## src/rtl/evt_busy_pkg.sv

```systemverilog
package evt_busy_pkg;
  typedef enum logic {
    FILL_OPEN = 1'b0,
    FILL_FULL = 1'b1
  } fill_e;
endpackage

```

## src/rtl/trig_edge_sync.sv

```systemverilog
module trig_edge_sync #(
  parameter int STAGES = 2
) (
  input  logic clk,
  input  logic rst_n,
  input  logic async_in,
  output logic rise_o
);
  logic [STAGES-1:0] sync_q, sync_d;
  logic              prev_q, prev_d;

  always_comb begin
    sync_d = {sync_q[STAGES-2:0], async_in};
    prev_d = sync_q[STAGES-1];
  end

  always_ff @(posedge clk or negedge rst_n) begin
    if (!rst_n) begin
      sync_q <= '0;
      prev_q <= 1'b0;
    end else begin
      sync_q <= sync_d;
      prev_q <= prev_d;
    end
  end

  assign rise_o = sync_q[STAGES-1] & ~prev_q;
endmodule

```

## src/rtl/evt_fill_ctrl.sv

```systemverilog
module evt_fill_ctrl
  import evt_busy_pkg::*;
#(
  parameter int MAX_EVENTS = 5,
  parameter int CNT_W      = $clog2(MAX_EVENTS + 1)
) (
  input  logic             clk,
  input  logic             rst_n,
  input  logic             rise_i,
  input  logic             clear_i,
  output logic             start_o,
  output logic             reject_o,
  output logic [CNT_W-1:0] count_o,
  output logic             busy_o,
  output logic             irq_o
);
  localparam logic [CNT_W-1:0] LIMIT = CNT_W'(MAX_EVENTS);

  fill_e            state_q, state_d;
  logic [CNT_W-1:0] count_q, count_d, base;
  logic             count_en;
  logic             irq_q, irq_d;
  logic             start_q, start_d;
  logic             accept;

  always_comb begin
    accept   = rise_i & (state_q == FILL_OPEN);
    reject_o = rise_i & (state_q == FILL_FULL);
    base     = clear_i ? '0 : count_q;
    count_d  = accept ? base + 1'b1 : base;
    count_en = clear_i | accept;
    start_d  = accept;
    state_d  = state_q;
    irq_d    = irq_q;
    if (clear_i) begin
      state_d = FILL_OPEN;
      irq_d   = 1'b0;
    end
    if (accept && (count_d == LIMIT)) begin
      state_d = FILL_FULL;
      irq_d   = 1'b1;
    end
  end

  always_ff @(posedge clk or negedge rst_n) begin
    if (!rst_n) begin
      state_q <= FILL_OPEN;
      count_q <= '0;
      irq_q   <= 1'b0;
      start_q <= 1'b0;
    end else begin
      state_q <= state_d;
      irq_q   <= irq_d;
      start_q <= start_d;
      if (count_en) count_q <= count_d;
    end
  end

  assign start_o = start_q;
  assign count_o = count_q;
  assign busy_o  = (state_q == FILL_FULL);
  assign irq_o   = irq_q;
endmodule

```

## src/rtl/sat_counter.sv

```systemverilog
module sat_counter #(
  parameter int W = 16
) (
  input  logic         clk,
  input  logic         rst_n,
  input  logic         inc_i,
  output logic [W-1:0] q_o
);
  logic [W-1:0] q_q, q_d;
  logic         en;

  always_comb begin
    en  = inc_i & ~(&q_q);
    q_d = q_q + 1'b1;
  end

  always_ff @(posedge clk or negedge rst_n) begin
    if (!rst_n) q_q <= '0;
    else if (en) q_q <= q_d;
  end

  assign q_o = q_q;
endmodule

```

## src/rtl/evt_busy_ctrl.sv

```systemverilog
module evt_busy_ctrl #(
  parameter int MAX_EVENTS  = 5,
  parameter int SYNC_STAGES = 2,
  parameter int REJ_W       = 16,
  localparam int CNT_W      = $clog2(MAX_EVENTS + 1)
) (
  input  logic             clk,
  input  logic             rst_n,
  input  logic             trig_in,
  input  logic             sw_clear,
  output logic             conv_start,
  output logic             busy,
  output logic             irq,
  output logic [CNT_W-1:0] evt_count,
  output logic [REJ_W-1:0] rej_count
);
  logic trig_rise;
  logic trig_reject;

  trig_edge_sync #(.STAGES(SYNC_STAGES)) u_sync (
    .clk      (clk),
    .rst_n    (rst_n),
    .async_in (trig_in),
    .rise_o   (trig_rise)
  );

  evt_fill_ctrl #(.MAX_EVENTS(MAX_EVENTS), .CNT_W(CNT_W)) u_fill (
    .clk      (clk),
    .rst_n    (rst_n),
    .rise_i   (trig_rise),
    .clear_i  (sw_clear),
    .start_o  (conv_start),
    .reject_o (trig_reject),
    .count_o  (evt_count),
    .busy_o   (busy),
    .irq_o    (irq)
  );

  sat_counter #(.W(REJ_W)) u_rej (
    .clk   (clk),
    .rst_n (rst_n),
    .inc_i (trig_reject),
    .q_o   (rej_count)
  );
endmodule

```

## config.mk

```make
export PLATFORM = sky130hd
export DESIGN_NAME = evt_busy_ctrl
export DESIGN_NICKNAME = d
export VERILOG_FILES = /design/src/rtl/evt_busy_pkg.sv /design/src/rtl/trig_edge_sync.sv /design/src/rtl/evt_fill_ctrl.sv /design/src/rtl/sat_counter.sv /design/src/rtl/evt_busy_ctrl.sv
export SDC_FILE = /design/constraint.sdc
export NUM_CORES = 1
export LEC_CHECK = 0
export ABC_AREA = 0
export ABC_CLOCK_PERIOD_IN_PS = 4800
export BUFFER_PORTS_ARGS = -buffer_cell sky130_fd_sc_hd__buf_2
export CORE_MARGIN = 2
export CORE_UTILIZATION = 32
export CTS_BUF_LIST = sky130_fd_sc_hd__clkbuf_4
export CTS_CLUSTER_DIAMETER = 30
export DETAILED_ROUTE_END_ITERATION = 16
export PLACE_DENSITY = 0.51
export SLEW_MARGIN = 5
export SYNTH_ARGS = -nofsm -noshare
export SYNTH_HDL_FRONTEND = slang
export SYNTH_SLANG_ARGS = --single-unit
```

## constraint.sdc

```tcl
create_clock -name clk -period 4.8 [get_ports clk]
set_input_delay 0.24 -clock clk [delete_from_list [all_inputs] [get_ports clk]]
set_output_delay 0.24 -clock clk [all_outputs]
set_load 0.03 [all_outputs]
```

## Word level (Yosys, flattened, before mapping)

Cells that the tools add are included.

| cells by class | value |
|---|---|
| $add $sub $neg | 2 |
| equal/unequal tests | 1 |
| muxes and demuxes | 4 |
| bitwise operators | 8 |
| reductions and logical operators | 3 |

Operators with widths:

| kind | number |
|---|---|
| 16-bit by 1-bit adder with 16-bit output (second input constant) | 1 |
| 16-bit AND reduction | 1 |
| 3-bit 2-to-1 mux | 2 |
| 1-bit bitwise AND | 4 |
| 3-bit by 1-bit adder with 3-bit output (second input constant) | 1 |
| 3-bit == test (second input constant) | 1 |
| 1-bit NOT | 3 |
| 1-bit 2-to-1 mux | 2 |
| 2-bit nonzero test | 1 |
| 1-bit logical AND | 1 |
| 1-bit OR | 1 |

| word-level totals | value |
|---|---|
| bits in registers | 24 |
| input bits | 4 |

## Depth between registers and ports, before layout

Gate-level depths: netlist of the first run.

| depth | value |
|---|---|
| depth in word-level cells | 7 |
| mapped depth | 5 |

## Modules after synthesis

A second synthesis of the first run with hierarchy kept.

| unflattened totals | value |
|---|---|
| cell total of the unflattened synthesis | 101 |
| area, all modules | 1189.9 um^2 |

By module, submodules not included:

| module | instances | cells each | area each (um^2) | seq. area each (um^2) |
|---|---|---|---|---|
| sat_counter | 1 | 75 | 840.8 | 400.4 |
| evt_fill_ctrl | 1 | 22 | 260.2 | 125.1 |
| trig_edge_sync | 1 | 4 | 88.8 | 75.1 |

## Least setup slack after synthesis of the first run

Ideal clock, no wire load.

| timing path | value |
|---|---|
| path kind | reg2reg |
| start | reg u_rej.q_q[0] (netlist: u_rej.q_o[0]) |
| end | reg u_rej.q_q[9] (netlist: u_rej.q_o[9]) |
| library setup time | 139 ps |
| data arrival time | 1844 ps |
| required time | 4661 ps |
| slack | 2818 ps |
| cell stages (with the launch flop) | 6 |
| buffers on the path | 0 |
| period minus slack after synthesis | 1982 ps |
| cells stage by stage | dfrtp_1 > ha_1 > nand4_2 > o41ai_4 > nor4_1 > xor2_1 |

| on the way | value |
|---|---|
| cells in the longest elaborated chain, start to end | 3 |

Ends and longest elaborated chain:

| element | RTL line | RTL |
|---|---|---|
| start, declared | sat_counter.sv:9 | `logic [W-1:0] q_q, q_d;` |
| start signal, assigned | sat_counter.sv:19 | `else if (en) q_q <= q_d;` |
| branches (longest 3 deep; another with 16-bit by 1-bit adder with 16-bit output) | -- |  |

Several ways; the timed one is not identified.
A chain may end at the register's enable or synchronous reset.

## Worst setup path after layout of the first run

Ends and elaborated chain as after synthesis.

==> impl_results.md, run 1 <==
- FP Rows: 21
- DRT Pass-1 Iters: 4
- Outcome: completed
- FF-to-FF Start: u_rej.q_o[0]
- Number of synthesized flops with an enable pin: 0
- Core Area: 3340 sq um
- Worst-path clk slew: between 0.1 and 0.15 ns
- CTS tree: yes
- Fin. max-slew vios: 0
- Slowest cell delay on critical path: 0.69 ns
- Final setup fails: 0
- First-pass GRT wire length: 3.85 mm
- Largest net degree at the start of global routing: 25
- Util after Layout: 0.397
- Top cells by area, synth: dfrtp_1 (54%), xor2_1 (8.7%), nand2_1 (4.0%)
- Type of the most critical hold path: in2reg
- WS Path Type: reg2reg
- Initial drt markers: 59
- Area Growth Syn to Fin: 19.0%
- VDD IR-drop max: approximately 0.14 mV
- Routed wire per std cell: 12.9 um
- Slowest cell on the critical path: o41ai_4
- Post_cts resized: 0
- TNS Setup: 0 ns
- Synth unique cells: 28
- Height of the die: about 63 um
- Cells after Synth: 93
- Worst hold path startpoint: trig_in
- Hold-fix buffers at CTS: 1
- Root Buffer: clkbuf_4
- Register area share after synthesis: 0.540
- Clock skew: 0.0172 ns
- Buf/Inv on CP: 0
- Die X: 63.0 um
- DRC errors left: 0
- CTS Buf Count: 3
- Starting Density: 0.333
- Count leader, synth: dfrtp_1
- Critical path launch point type: register
- Worst EP required: 5.01 ns
- Post-Synthesis Net Count: just under 100
- Die Footprint: 3960 sq um
- LEAKAGE: 0.692 nW
- Vias in the first global route: 800
- Layout cells sized above 1: 0.311
- Worst setup margin: 2.86 ns
- Hold_ws: 0.0333 ns
- Ys flop type: dfrtp_1
- RSZ-0062 raised after global routing: no
- I/O pin cnt: 26
- Delay-heaviest family, CP: compound AO/OA/AOI/OAI gates
- Slew Limit Headroom: 0.535
- Nets: 129
- Hold path depth: 1
- Critical Path Fanout Max: 9
- Worst R2R Setup Slack: roughly 2.9 ns
- Hold endpoint: u_sync.sync_q[0]
- Vias post-DR: 785
- Top cell type's share of synthesized area: 0.540
- Post-route ant nets: 0
- Arrival time at the worst endpoint: 2.14 ns
- Ys Warns: 0
- Total wire length: 2.16 mm
- Vias per cell: 4.67
- Clock Tree Buf Depth: 2
- H-tree depth: 1
- Mapped Avg Cell Area: 12.0 sq um
- Clock Sinks: 24
- Fmax: about 520 MHz
- Synth async-reset ratio: 1.00
- Hold Fails Final Rpt: 0
- Final min period: 1.94 ns
- Diodes inserted: 0
- CP Cell Sequence: ha_1 > nand4_2 > o41ai_4 > nor4_1 > xor2_1
- Setup Slack @ Placement: 2.84 ns
- Most frequent cells after synthesis: dfrtp_1 (24), nand2_1 (12), xor2_1 (11)
- IO buf count: 25
- Reg2reg end: u_rej.q_o[9]
- Reg2reg path depth: 5
- Pwr Density: 242 nW/um^2
- Clk_lat worst skew: 0.32 ns
- Top cell type by total area after synthesis: dfrtp_1
- Gpl congestion: 0.776
- Yosys reg bits: 24
- Worst-Margin Slew: 0.697 ns
- Max-Cap Viols: 0
- CP Capture Type: register
- Post-DP HPWL: around 1.6 mm
- Global route overflow: 0
- Initial antenna violation count: 0
- Final worst-path cycle share: 0.403
- Total power: 0.000321 W
- Total track usage: 0.124
- Setup Fix Bufs, Post-CTS: 0
- Mapped cell area: around 1100 sq um
[where the power goes]
| part | total, W | internal [W] | switching [W] |
|---|---|---|---|
| Sequential | 0.000209 | 0.000206 | 0.00000305 |
| Combinational | 0.0000220 | 0.00000703 | 0.0000150 |
| Clock | 0.0000894 | 0.0000304 | 0.0000591 |
| Total | 0.000321 | 0.000244 | 0.0000771 |
[stage by stage]
stage	std cells	cell area (sq um)
after CTS	168	1320
after global routing	168	1320
after floorplan	93	1110
after global placement	163	1290
final	168	1320
after detailed placement	163	1290
[flip-flops by register name, summed over array words and instances (netlist names)]
name	cells
u_rej.q_o	16
u_fill.start_o	1
u_fill.busy_o	1
u_sync.sync_q	2
u_sync.prev_q	1
u_fill.count_o	3
[worst max path at each step]
stage                     cells after the start            to          from  slack [ns]
after floorplan                               5  u_rej.q_o[9]  u_rej.q_o[0]        2.82
after global placement                        5  u_rej.q_o[9]  u_rej.q_o[0]        2.92
after detailed placement                      5  u_rej.q_o[7]  u_rej.q_o[0]        2.84
after CTS                                     5  u_rej.q_o[9]  u_rej.q_o[0]        2.85
after global routing                          5  u_rej.q_o[9]  u_rej.q_o[0]        2.70
final                                         5  u_rej.q_o[9]  u_rej.q_o[0]        2.86
[area by class of cell]
cell class	instances	area, sq um
fill	346	2010
clock buffer	3	22.5
sequential	24	601
timing repair buffer	26	135
tap	46	57.6
multi-input combinational	68	504
clock inverter	1	3.75
[cell usage in the layout (no fill, tap or decap), types with 2 or more instances in the layout]
cell type | netlist | routed
xor2_1 | 11 | 11
nor4_1 | 2 | 2
nand4_2 | 2 | 2
dfrtp_1 | 24 | 24
nor4b_1 | 2 | 2
clkbuf_4 | 0 | 3
nor3b_1 | 2 | 2
o21ai_0 | 2 | 2
nand4_1 | 2 | 2
xnor2_1 | 5 | 5
nand2_1 | 12 | 12
buf_2 | 0 | 25
nand3_1 | 4 | 4
ha_1 | 2 | 2
nor2_1 | 5 | 5
nor3_1 | 2 | 2
nor2b_1 | 3 | 3
[per-layer routing]
metal  wire, um  track usage
met1       1050        0.172
met3        124       0.0414
met2        976        0.184
met5          0            0
met4         16       0.0333
[logic make-up (layout without fill, tap and decap cells)]
family	after synthesis	in the layout	share of synthesized area
AO/OA/AOI/OAI	6	6	0.0574
XOR/XNOR	16	16	0.126
adder cells (fa/ha/maj)	2	2	0.0225
buffers and inverters	1	30	0.00675
flip-flops	24	24	0.540
multiplexers	1	1	0.0101
AND/OR/NAND/NOR	43	43	0.237
Note: power is estimated with default switching activity, not from simulation.
==> run 2: changes to the inputs <==
--- a/config.mk
+++ b/config.mk
@@ -6,14 +6,14 @@
 export NUM_CORES = 1
 export LEC_CHECK = 0
 export ABC_AREA = 0
-export ABC_CLOCK_PERIOD_IN_PS = 4800
+export ABC_CLOCK_PERIOD_IN_PS = 1700
 export BUFFER_PORTS_ARGS = -buffer_cell sky130_fd_sc_hd__buf_2
 export CORE_MARGIN = 2
 export CORE_UTILIZATION = 32
 export CTS_BUF_LIST = sky130_fd_sc_hd__clkbuf_4
 export CTS_CLUSTER_DIAMETER = 30
 export DETAILED_ROUTE_END_ITERATION = 16
-export PLACE_DENSITY = 0.51
+export PLACE_DENSITY = 0.53
 export SLEW_MARGIN = 5
 export SYNTH_ARGS = -nofsm -noshare
 export SYNTH_HDL_FRONTEND = slang
==> constraint.sdc (replaced) <==
create_clock -name clk -period 1.7 [get_ports clk]
set_input_delay 0.085 -clock clk [delete_from_list [all_inputs] [get_ports clk]]
set_output_delay 0.085 -clock clk [all_outputs]
set_load 0.03 [all_outputs]
==> run 2 against run 1 <==
Compared with the run above: critical endpoint is now u_rej.q_o[5]; register-to-register slack lost 2.8 ns; largest cell class unchanged; clock power grew to 3.0 times the previous value; power grew to 2.9 times the previous value; worst setup slack got worse by 2.8 ns; combinational power increased to 3.1 times the previous value; worst hold slack worse by 0.013 ns; utilization grew 4.3 points; non-clock buffer count rose by 10; routed wire length increased by 8.5%.
==> impl_results.md, run 2 (synthesis gave the netlist of run 1 again) <==
- CP Depth: 6 (was 5)
- CP Capture Type: register (unchanged)
- Largest net degree at the start of global routing: 25 (unchanged)
- Comb pwr share: 0.075 (was 0.069)
- Fin area: 1470 sq um (was 1320 sq um)
- Pwr Density: 629 nW/um^2 (was 242 nW/um^2)
- Worst EP required: 1.91 ns (was 5.01 ns)
- Gpl congestion: 0.791 (was 0.776)
- Worst setup margin: 0.0657 ns (was 2.86 ns)
- I/O pin cnt: 26 (unchanged)
- Nets: 139 (was 129)
- Slew Limit Headroom: 0.649 (was 0.535)
- Reg2reg end: u_rej.q_o[5] (was u_rej.q_o[9])
- Int Power: 0.000715 W (was 0.000244 W)
- Total wire length: 2.35 mm (was 2.16 mm)
- Final setup fails: 0 (unchanged)
- Reg2reg path depth: 6 (was 5)
- Post-route ant nets: 0 (unchanged)
- Max reg flops: 16 (unchanged)
- Buf/Inv on CP: 1 (was 0)
- Most frequent cells in the layout: buf_2 (25), dfrtp_2 (14), nand2_1 (12) (was buf_2 (25), dfrtp_1 (24), nand2_1 (12))
- WS Path Type: reg2reg (unchanged)
- Arrival time at the worst endpoint: 1.84 ns (was 2.14 ns)
- Root Buffer: clkbuf_4 (unchanged)
- Vias post-DR: 859 (was 785)
- Starting Density: 0.333 (unchanged)
- Hold Fails Final Rpt: 0 (unchanged)
- Initial drt markers: 27 (was 59)
- Fin. max-slew vios: 0 (unchanged)
- Delay-heaviest family, CP: compound AO/OA/AOI/OAI gates (unchanged)
- Total track usage: 0.129 (was 0.124)
- Vias in the first global route: 858 (was 800)
- Dpl cell area: 1350 sq um (was 1290 sq um)
- Setup Slack @ Placement: 0.0545 ns (was 2.84 ns)
- Type of the most critical hold path: in2reg (unchanged)
- Final min period: 1.63 ns (was 1.94 ns)
- Core Area: 3340 sq um (unchanged)
- DRT Pass-1 Iters: 4 (unchanged)
- Worst-path clk slew: 0.13 ns (was 0.14 ns)
- First-pass GRT wire length: 4.05 mm (was 3.85 mm)
- Slowest cell delay on critical path: 0.45 ns (was 0.69 ns)
- IO buf count: 25 (unchanged)
- Vias per cell: 4.83 (was 4.67)
- Height of the die: 63.0 um (unchanged)
- P_sw: 0.000209 W (was 0.0000771 W)
- CTS Buf Count: 3 (unchanged)
- Critical path launch point type: register (unchanged)
- Post-DP HPWL: 1.65 mm (was 1.59 mm)
- Routed wire per std cell: 13.2 um (was 12.9 um)
- Most common cell after layout, fill and taps aside: buf_2 (unchanged)
- H-tree depth: 1 (unchanged)
- Sequential power share: 0.638 (was 0.653)
- LEAKAGE: 0.742 nW (was 0.692 nW)
- Slowest cell on the critical path: o41ai_4 (unchanged)
- Worst-Margin Slew: 0.527 ns (was 0.697 ns)
- Area Growth Syn to Fin: 31.9% (was 19.0%)
- Die Footprint: 3960 sq um (unchanged)
- Clock skew: 0.0119 ns (was 0.0172 ns)
- Fmax: 612 MHz (was 517 MHz)
- Critical Path Fanout Max: 4 (was 9)
- Layout cells sized above 1: 0.500 (was 0.311)
- Sw Share: 0.226 (was 0.240)
- Clock Sinks: 24 (unchanged)
- VDD IR-drop max: 0.309 mV (was 0.144 mV)
- Max-Cap Viols: 0 (unchanged)
- Outcome: completed (unchanged)
- FF-to-FF Start: u_rej.q_o[1] (was u_rej.q_o[0])
- Global route overflow: 0 (unchanged)
- Clock Tree Buf Depth: 2 (unchanged)
- Initial antenna violation count: 0 (unchanged)
- Die X: 63.0 um (unchanged)
- DRC errors left: 0 (unchanged)
- Clk pwr share: 0.287 (was 0.279)
- Setup crit start: u_rej.q_o[1] (was u_rej.q_o[0])
- CTS tree: yes (unchanged)
- FP Rows: 21 (unchanged)
- CP Cell Sequence: ha_4 > nand4_4 > o41ai_4 > buf_4 > nor3_4 > xor2_1 (was ha_1 > nand4_2 > o41ai_4 > nor4_1 > xor2_1)
- Worst R2R Setup Slack: 0.07 ns (was 2.86 ns)
- Clk_lat worst skew: 0.31 ns (was 0.32 ns)
- CP endpoint: u_rej.q_o[5] (was u_rej.q_o[9])
- Diodes inserted: 0 (unchanged)
- Final worst-path cycle share: 0.961 (was 0.403)
[run 2: layout make-up]
type	instances	area, sq um
well taps	46	57.6
flip-flops and latches	24	618
fillers	339	1870
multi-input cells	68	546
repair buffers	36	216
clock buffers	4	30.0
[run 2: worst min path at each step]
stage / from / end / slack, ns / cells after the start
final: sw_clear / u_fill.busy_o / 0.02 / 2
after global routing: sw_clear / u_fill.busy_o / 0.008 / 2
after CTS: sw_clear / u_fill.busy_o / 0.007 / 2
after detailed placement: rst_n / u_rej.q_o[3] / 0.11 / 1
after global placement: rst_n / u_fill.count_o[2] / 0.10 / 1
after floorplan: rst_n / u_fill.busy_o / -0.21 / 0
[run 2: routing by layer]
| layer | wire, um | track usage | vias up |
|---|---|---|---|
| met1 | 1130 | 0.179 | 426 |
| met4 | 23 | 0.0417 | 0 |
| met5 | 0 | 0 | - |
| li1 | - | - | 410 |
| met3 | 84 | 0.0288 | 4 |
| met2 | 1110 | 0.199 | 19 |
[run 2: stage by stage]
stage	instances	hold slack, ns	power [W]	util	setup TNS, ns
after global placement	169	0.103	0.000663	0.404	0
after floorplan	93	-0.211	0.000634	-	-0.0917
final	178	0.0203	0.000924	0.440	0
after global routing	178	0.00837	0.000982	0.440	-0.0259
after CTS	175	0.00728	0.000939	0.419	0
after detailed placement	169	0.109	0.000665	0.404	0
[run 2: power by group through the flow]
stage          Combinational (W)  Sequential (W)  Clock, W
2_1_floorplan          0.0000177        0.000616         0
3_3_place_gp           0.0000629        0.000600         0
3_5_place_dp           0.0000638        0.000601         0
4_1_cts                0.0000674        0.000590  0.000282
5_1_grt                0.0000765        0.000592  0.000314
6_report               0.0000691        0.000590  0.000265
[run 2: repair_timing]
item / CTS / global route
setup endpoints to repair: 0 / 10
hold endpoints to repair: 25 / 0
setup buffers: 0 / 3
hold buffers: 2 / 0
gates resized for setup: 0 / 10
==> run 3: changes to the inputs <==
--- a/config.mk
+++ b/config.mk
@@ -13,7 +13,6 @@
 export CTS_BUF_LIST = sky130_fd_sc_hd__clkbuf_4
 export CTS_CLUSTER_DIAMETER = 30
 export DETAILED_ROUTE_END_ITERATION = 16
-export PLACE_DENSITY = 0.53
 export SLEW_MARGIN = 5
 export SYNTH_ARGS = -nofsm -noshare
 export SYNTH_HDL_FRONTEND = slang
==> run 3 against run 2 <==
Compared with the run above: fmax fell by 1.2%; flip-flop and latch count did not move; largest power group unchanged; worst setup slack got worse by 0.020 ns; sequential power barely moved.
==> impl_results.md, run 3 (synthesis gave the netlist of run 1 again) <==
- Reg2reg end: u_rej.q_o[0] (was u_rej.q_o[5])
- Gpl congestion: 0.882 (was 0.791)
- I/O pin cnt: 26 (unchanged)
- Critical path launch point type: register (unchanged)
- Clk_lat worst skew: 0.31 ns (about the same)
- Vias per cell: 4.64 (was 4.83)
- Root Buffer: clkbuf_4 (unchanged)
- Pwr Density: 699 nW/um^2 (was 629 nW/um^2)
- DRT Pass-1 Iters: 2 (was 4)
- Arrival time at the worst endpoint: 1.89 ns (was 1.84 ns)
- Slowest cell delay on critical path: 0.47 ns (was 0.45 ns)
- Setup crit start: u_rej.q_o[1] (unchanged)
- Reg2reg path depth: 6 (unchanged)
- Core Area: 3340 sq um (unchanged)
- Hold Fails Final Rpt: 0 (unchanged)
- Setup Slack @ Placement: 0.0499 ns (was 0.0545 ns)
- Initial antenna violation count: 0 (unchanged)
- Fin. max-slew vios: 0 (unchanged)
- Delay-heaviest family, CP: compound AO/OA/AOI/OAI gates (unchanged)
- Layout cells sized above 1: 0.493 (was 0.500)
- H-tree depth: 1 (unchanged)
- Die X: 63.0 um (unchanged)
- DRC errors left: 0 (unchanged)
- Fin area: 1520 sq um (was 1470 sq um)
- Total track usage: 0.126 (was 0.129)
- Total wire length: 2.29 mm (was 2.35 mm)
- Vias post-DR: 844 (was 859)
- VDD IR-drop max: 0.234 mV (was 0.309 mV)
- Largest net degree at the start of global routing: 25 (unchanged)
- TNS Setup: 0 ns (unchanged)
- First-pass GRT wire length: 3.94 mm (was 4.05 mm)
- Worst setup margin: 0.0454 ns (was 0.0657 ns)
- Nets: 143 (was 139)
- Initial drt markers: 18 (was 27)
- CP Depth: 6 (unchanged)
- Slew Limit Headroom: 0.648 (was 0.649)
- Final setup fails: 0 (unchanged)
- Max-Cap Viols: 0 (unchanged)
- CP Cell Sequence: ha_4 > nand4_4 > o41ai_4 > buf_4 > buf_12 > xnor2_1 (was ha_4 > nand4_4 > o41ai_4 > buf_4 > nor3_4 > xor2_1)
- Util after Layout: 0.456 (was 0.440)
- Die Footprint: 3960 sq um (unchanged)
- Diodes inserted: 0 (unchanged)
- Vias in the first global route: 882 (was 858)
- IO buf count: 25 (unchanged)
- Max reg flops: 16 (unchanged)
- Clock Tree Buf Depth: 2 (unchanged)
- Critical Path Fanout Max: 6 (was 4)
- Buf/Inv on CP: 2 (was 1)
- Worst EP required: 1.94 ns (was 1.91 ns)
- # fillers: 333 (was 339)
- Dpl cell area: 1390 sq um (was 1350 sq um)
- Worst-Margin Slew: 0.527 ns (about the same)
- Most common cell after layout, fill and taps aside: buf_2 (unchanged)
- Final worst-path cycle share: 0.973 (was 0.961)
- Clock Sinks: 24 (unchanged)
- Post-DP HPWL: 1.72 mm (was 1.65 mm)
- Area Growth Syn to Fin: 36.7% (was 31.9%)
- Clock skew: 0.00333 ns (was 0.0119 ns)
- CTS tree: yes (unchanged)
- Fmax: 604 MHz (was 612 MHz)
- Final min period: 1.65 ns (was 1.63 ns)
- Type of the most critical hold path: in2reg (unchanged)
- CP endpoint: u_rej.q_o[0] (was u_rej.q_o[5])
- LEAKAGE: 0.763 nW (was 0.742 nW)
- Most frequent cells in the layout: buf_2 (25), nand2_1 (12), buf_4 (12), dfrtp_1 (12), dfrtp_2 (12) (was buf_2 (25), dfrtp_2 (14), nand2_1 (12))
- WS Path Type: reg2reg (unchanged)
- RSZ-0062 raised after global routing: yes
- Worst-path clk slew: 0.13 ns (about the same)
- Worst R2R Setup Slack: 0.05 ns (was 0.07 ns)
- FF-to-FF Start: u_rej.q_o[1] (unchanged)
- Global route overflow: 0 (unchanged)
- Outcome: completed (unchanged)
- Post-route ant nets: 0 (unchanged)
- Starting Density: 0.333 (unchanged)
- Height of the die: 63.0 um (unchanged)
- Routed wire per std cell: 12.6 um (was 13.2 um)
- FP Rows: 21 (unchanged)
- Slowest cell on the critical path: o41ai_4 (unchanged)
- CTS Buf Count: 3 (unchanged)
- CP Capture Type: register (unchanged)
[run 3: cell types whose count changed in the layout (fill, tap and decap cells not counted), sizes merged]
cell    change
buf         +4
bufinv      +1
clkbuf      -1
[run 3: report_power, final]
group          leakage [nW]  switching [W]  internal [W]
logic                 0.430      0.0000447     0.0000254
clock network        0.0279       0.000165      0.000238
registers             0.305     0.00000687      0.000582
total                 0.763       0.000217      0.000846
[run 3: worst register-to-register path: cells and delay by family, from the launching register on]
family	cells	cell delay (ns)
adders and majority gates	1	0.16
and+or+nand+nor	1	0.12
DFF	1	0.41
xor gates and xnor gates	1	0.10
buffers and inverters	2	0.33
AOI/OAI and AO/OA	1	0.47
[run 3: timing repair]
action,4_1_cts,5_1_grt
gates resized for setup,0,6
hold buffers,2,0
endpoints found under the hold margin,25,0
setup endpoints to repair,0,7
buffers inserted,0,2
[run 3: worst min path at each step]
stage | from | endpoint | slack, ns | depth (start not counted)
after CTS | sw_clear | u_fill.busy_o | 0.003 | 2
after detailed placement | rst_n | u_rej.q_o[6] | 0.10 | 1
after floorplan | rst_n | u_fill.busy_o | -0.21 | 0
final | sw_clear | u_fill.busy_o | 0.02 | 2
after global placement | rst_n | u_rej.q_o[7] | 0.09 | 1
after global routing | sw_clear | u_fill.busy_o | 0.0008 | 2
[run 3: area by class of cell]
| type | instances | area (sq um) | share of cell area |
|---|---|---|---|
| clock buffers | 3 | 22.5 | 0.0148 |
| clock inverters | 1 | 30.0 | 0.0198 |
| multi-input cells | 68 | 539 | 0.355 |
| flip-flops and latches | 24 | 616 | 0.405 |
| well taps | 46 | 57.6 | 0.0379 |
| repair buffers | 40 | 255 | 0.168 |
[run 3: routing by layer]
layer	GRT usage	up-vias	wire (um)
li1	-	416	-
met1	0.150	412	1020
met2	0.215	14	1160
met3	0.0252	2	77
met4	0.0583	0	33
met5	0	-	0
[run 3: metrics by stage]
stage                     hold slack (ns)  total power, W  cells
after floorplan                    -0.211        0.000634     93
after global placement             0.0906        0.000664    174
after detailed placement            0.101        0.000668    174
after CTS                         0.00347         0.00108    180
after global routing             0.000823         0.00111    182
final                              0.0207         0.00106    182
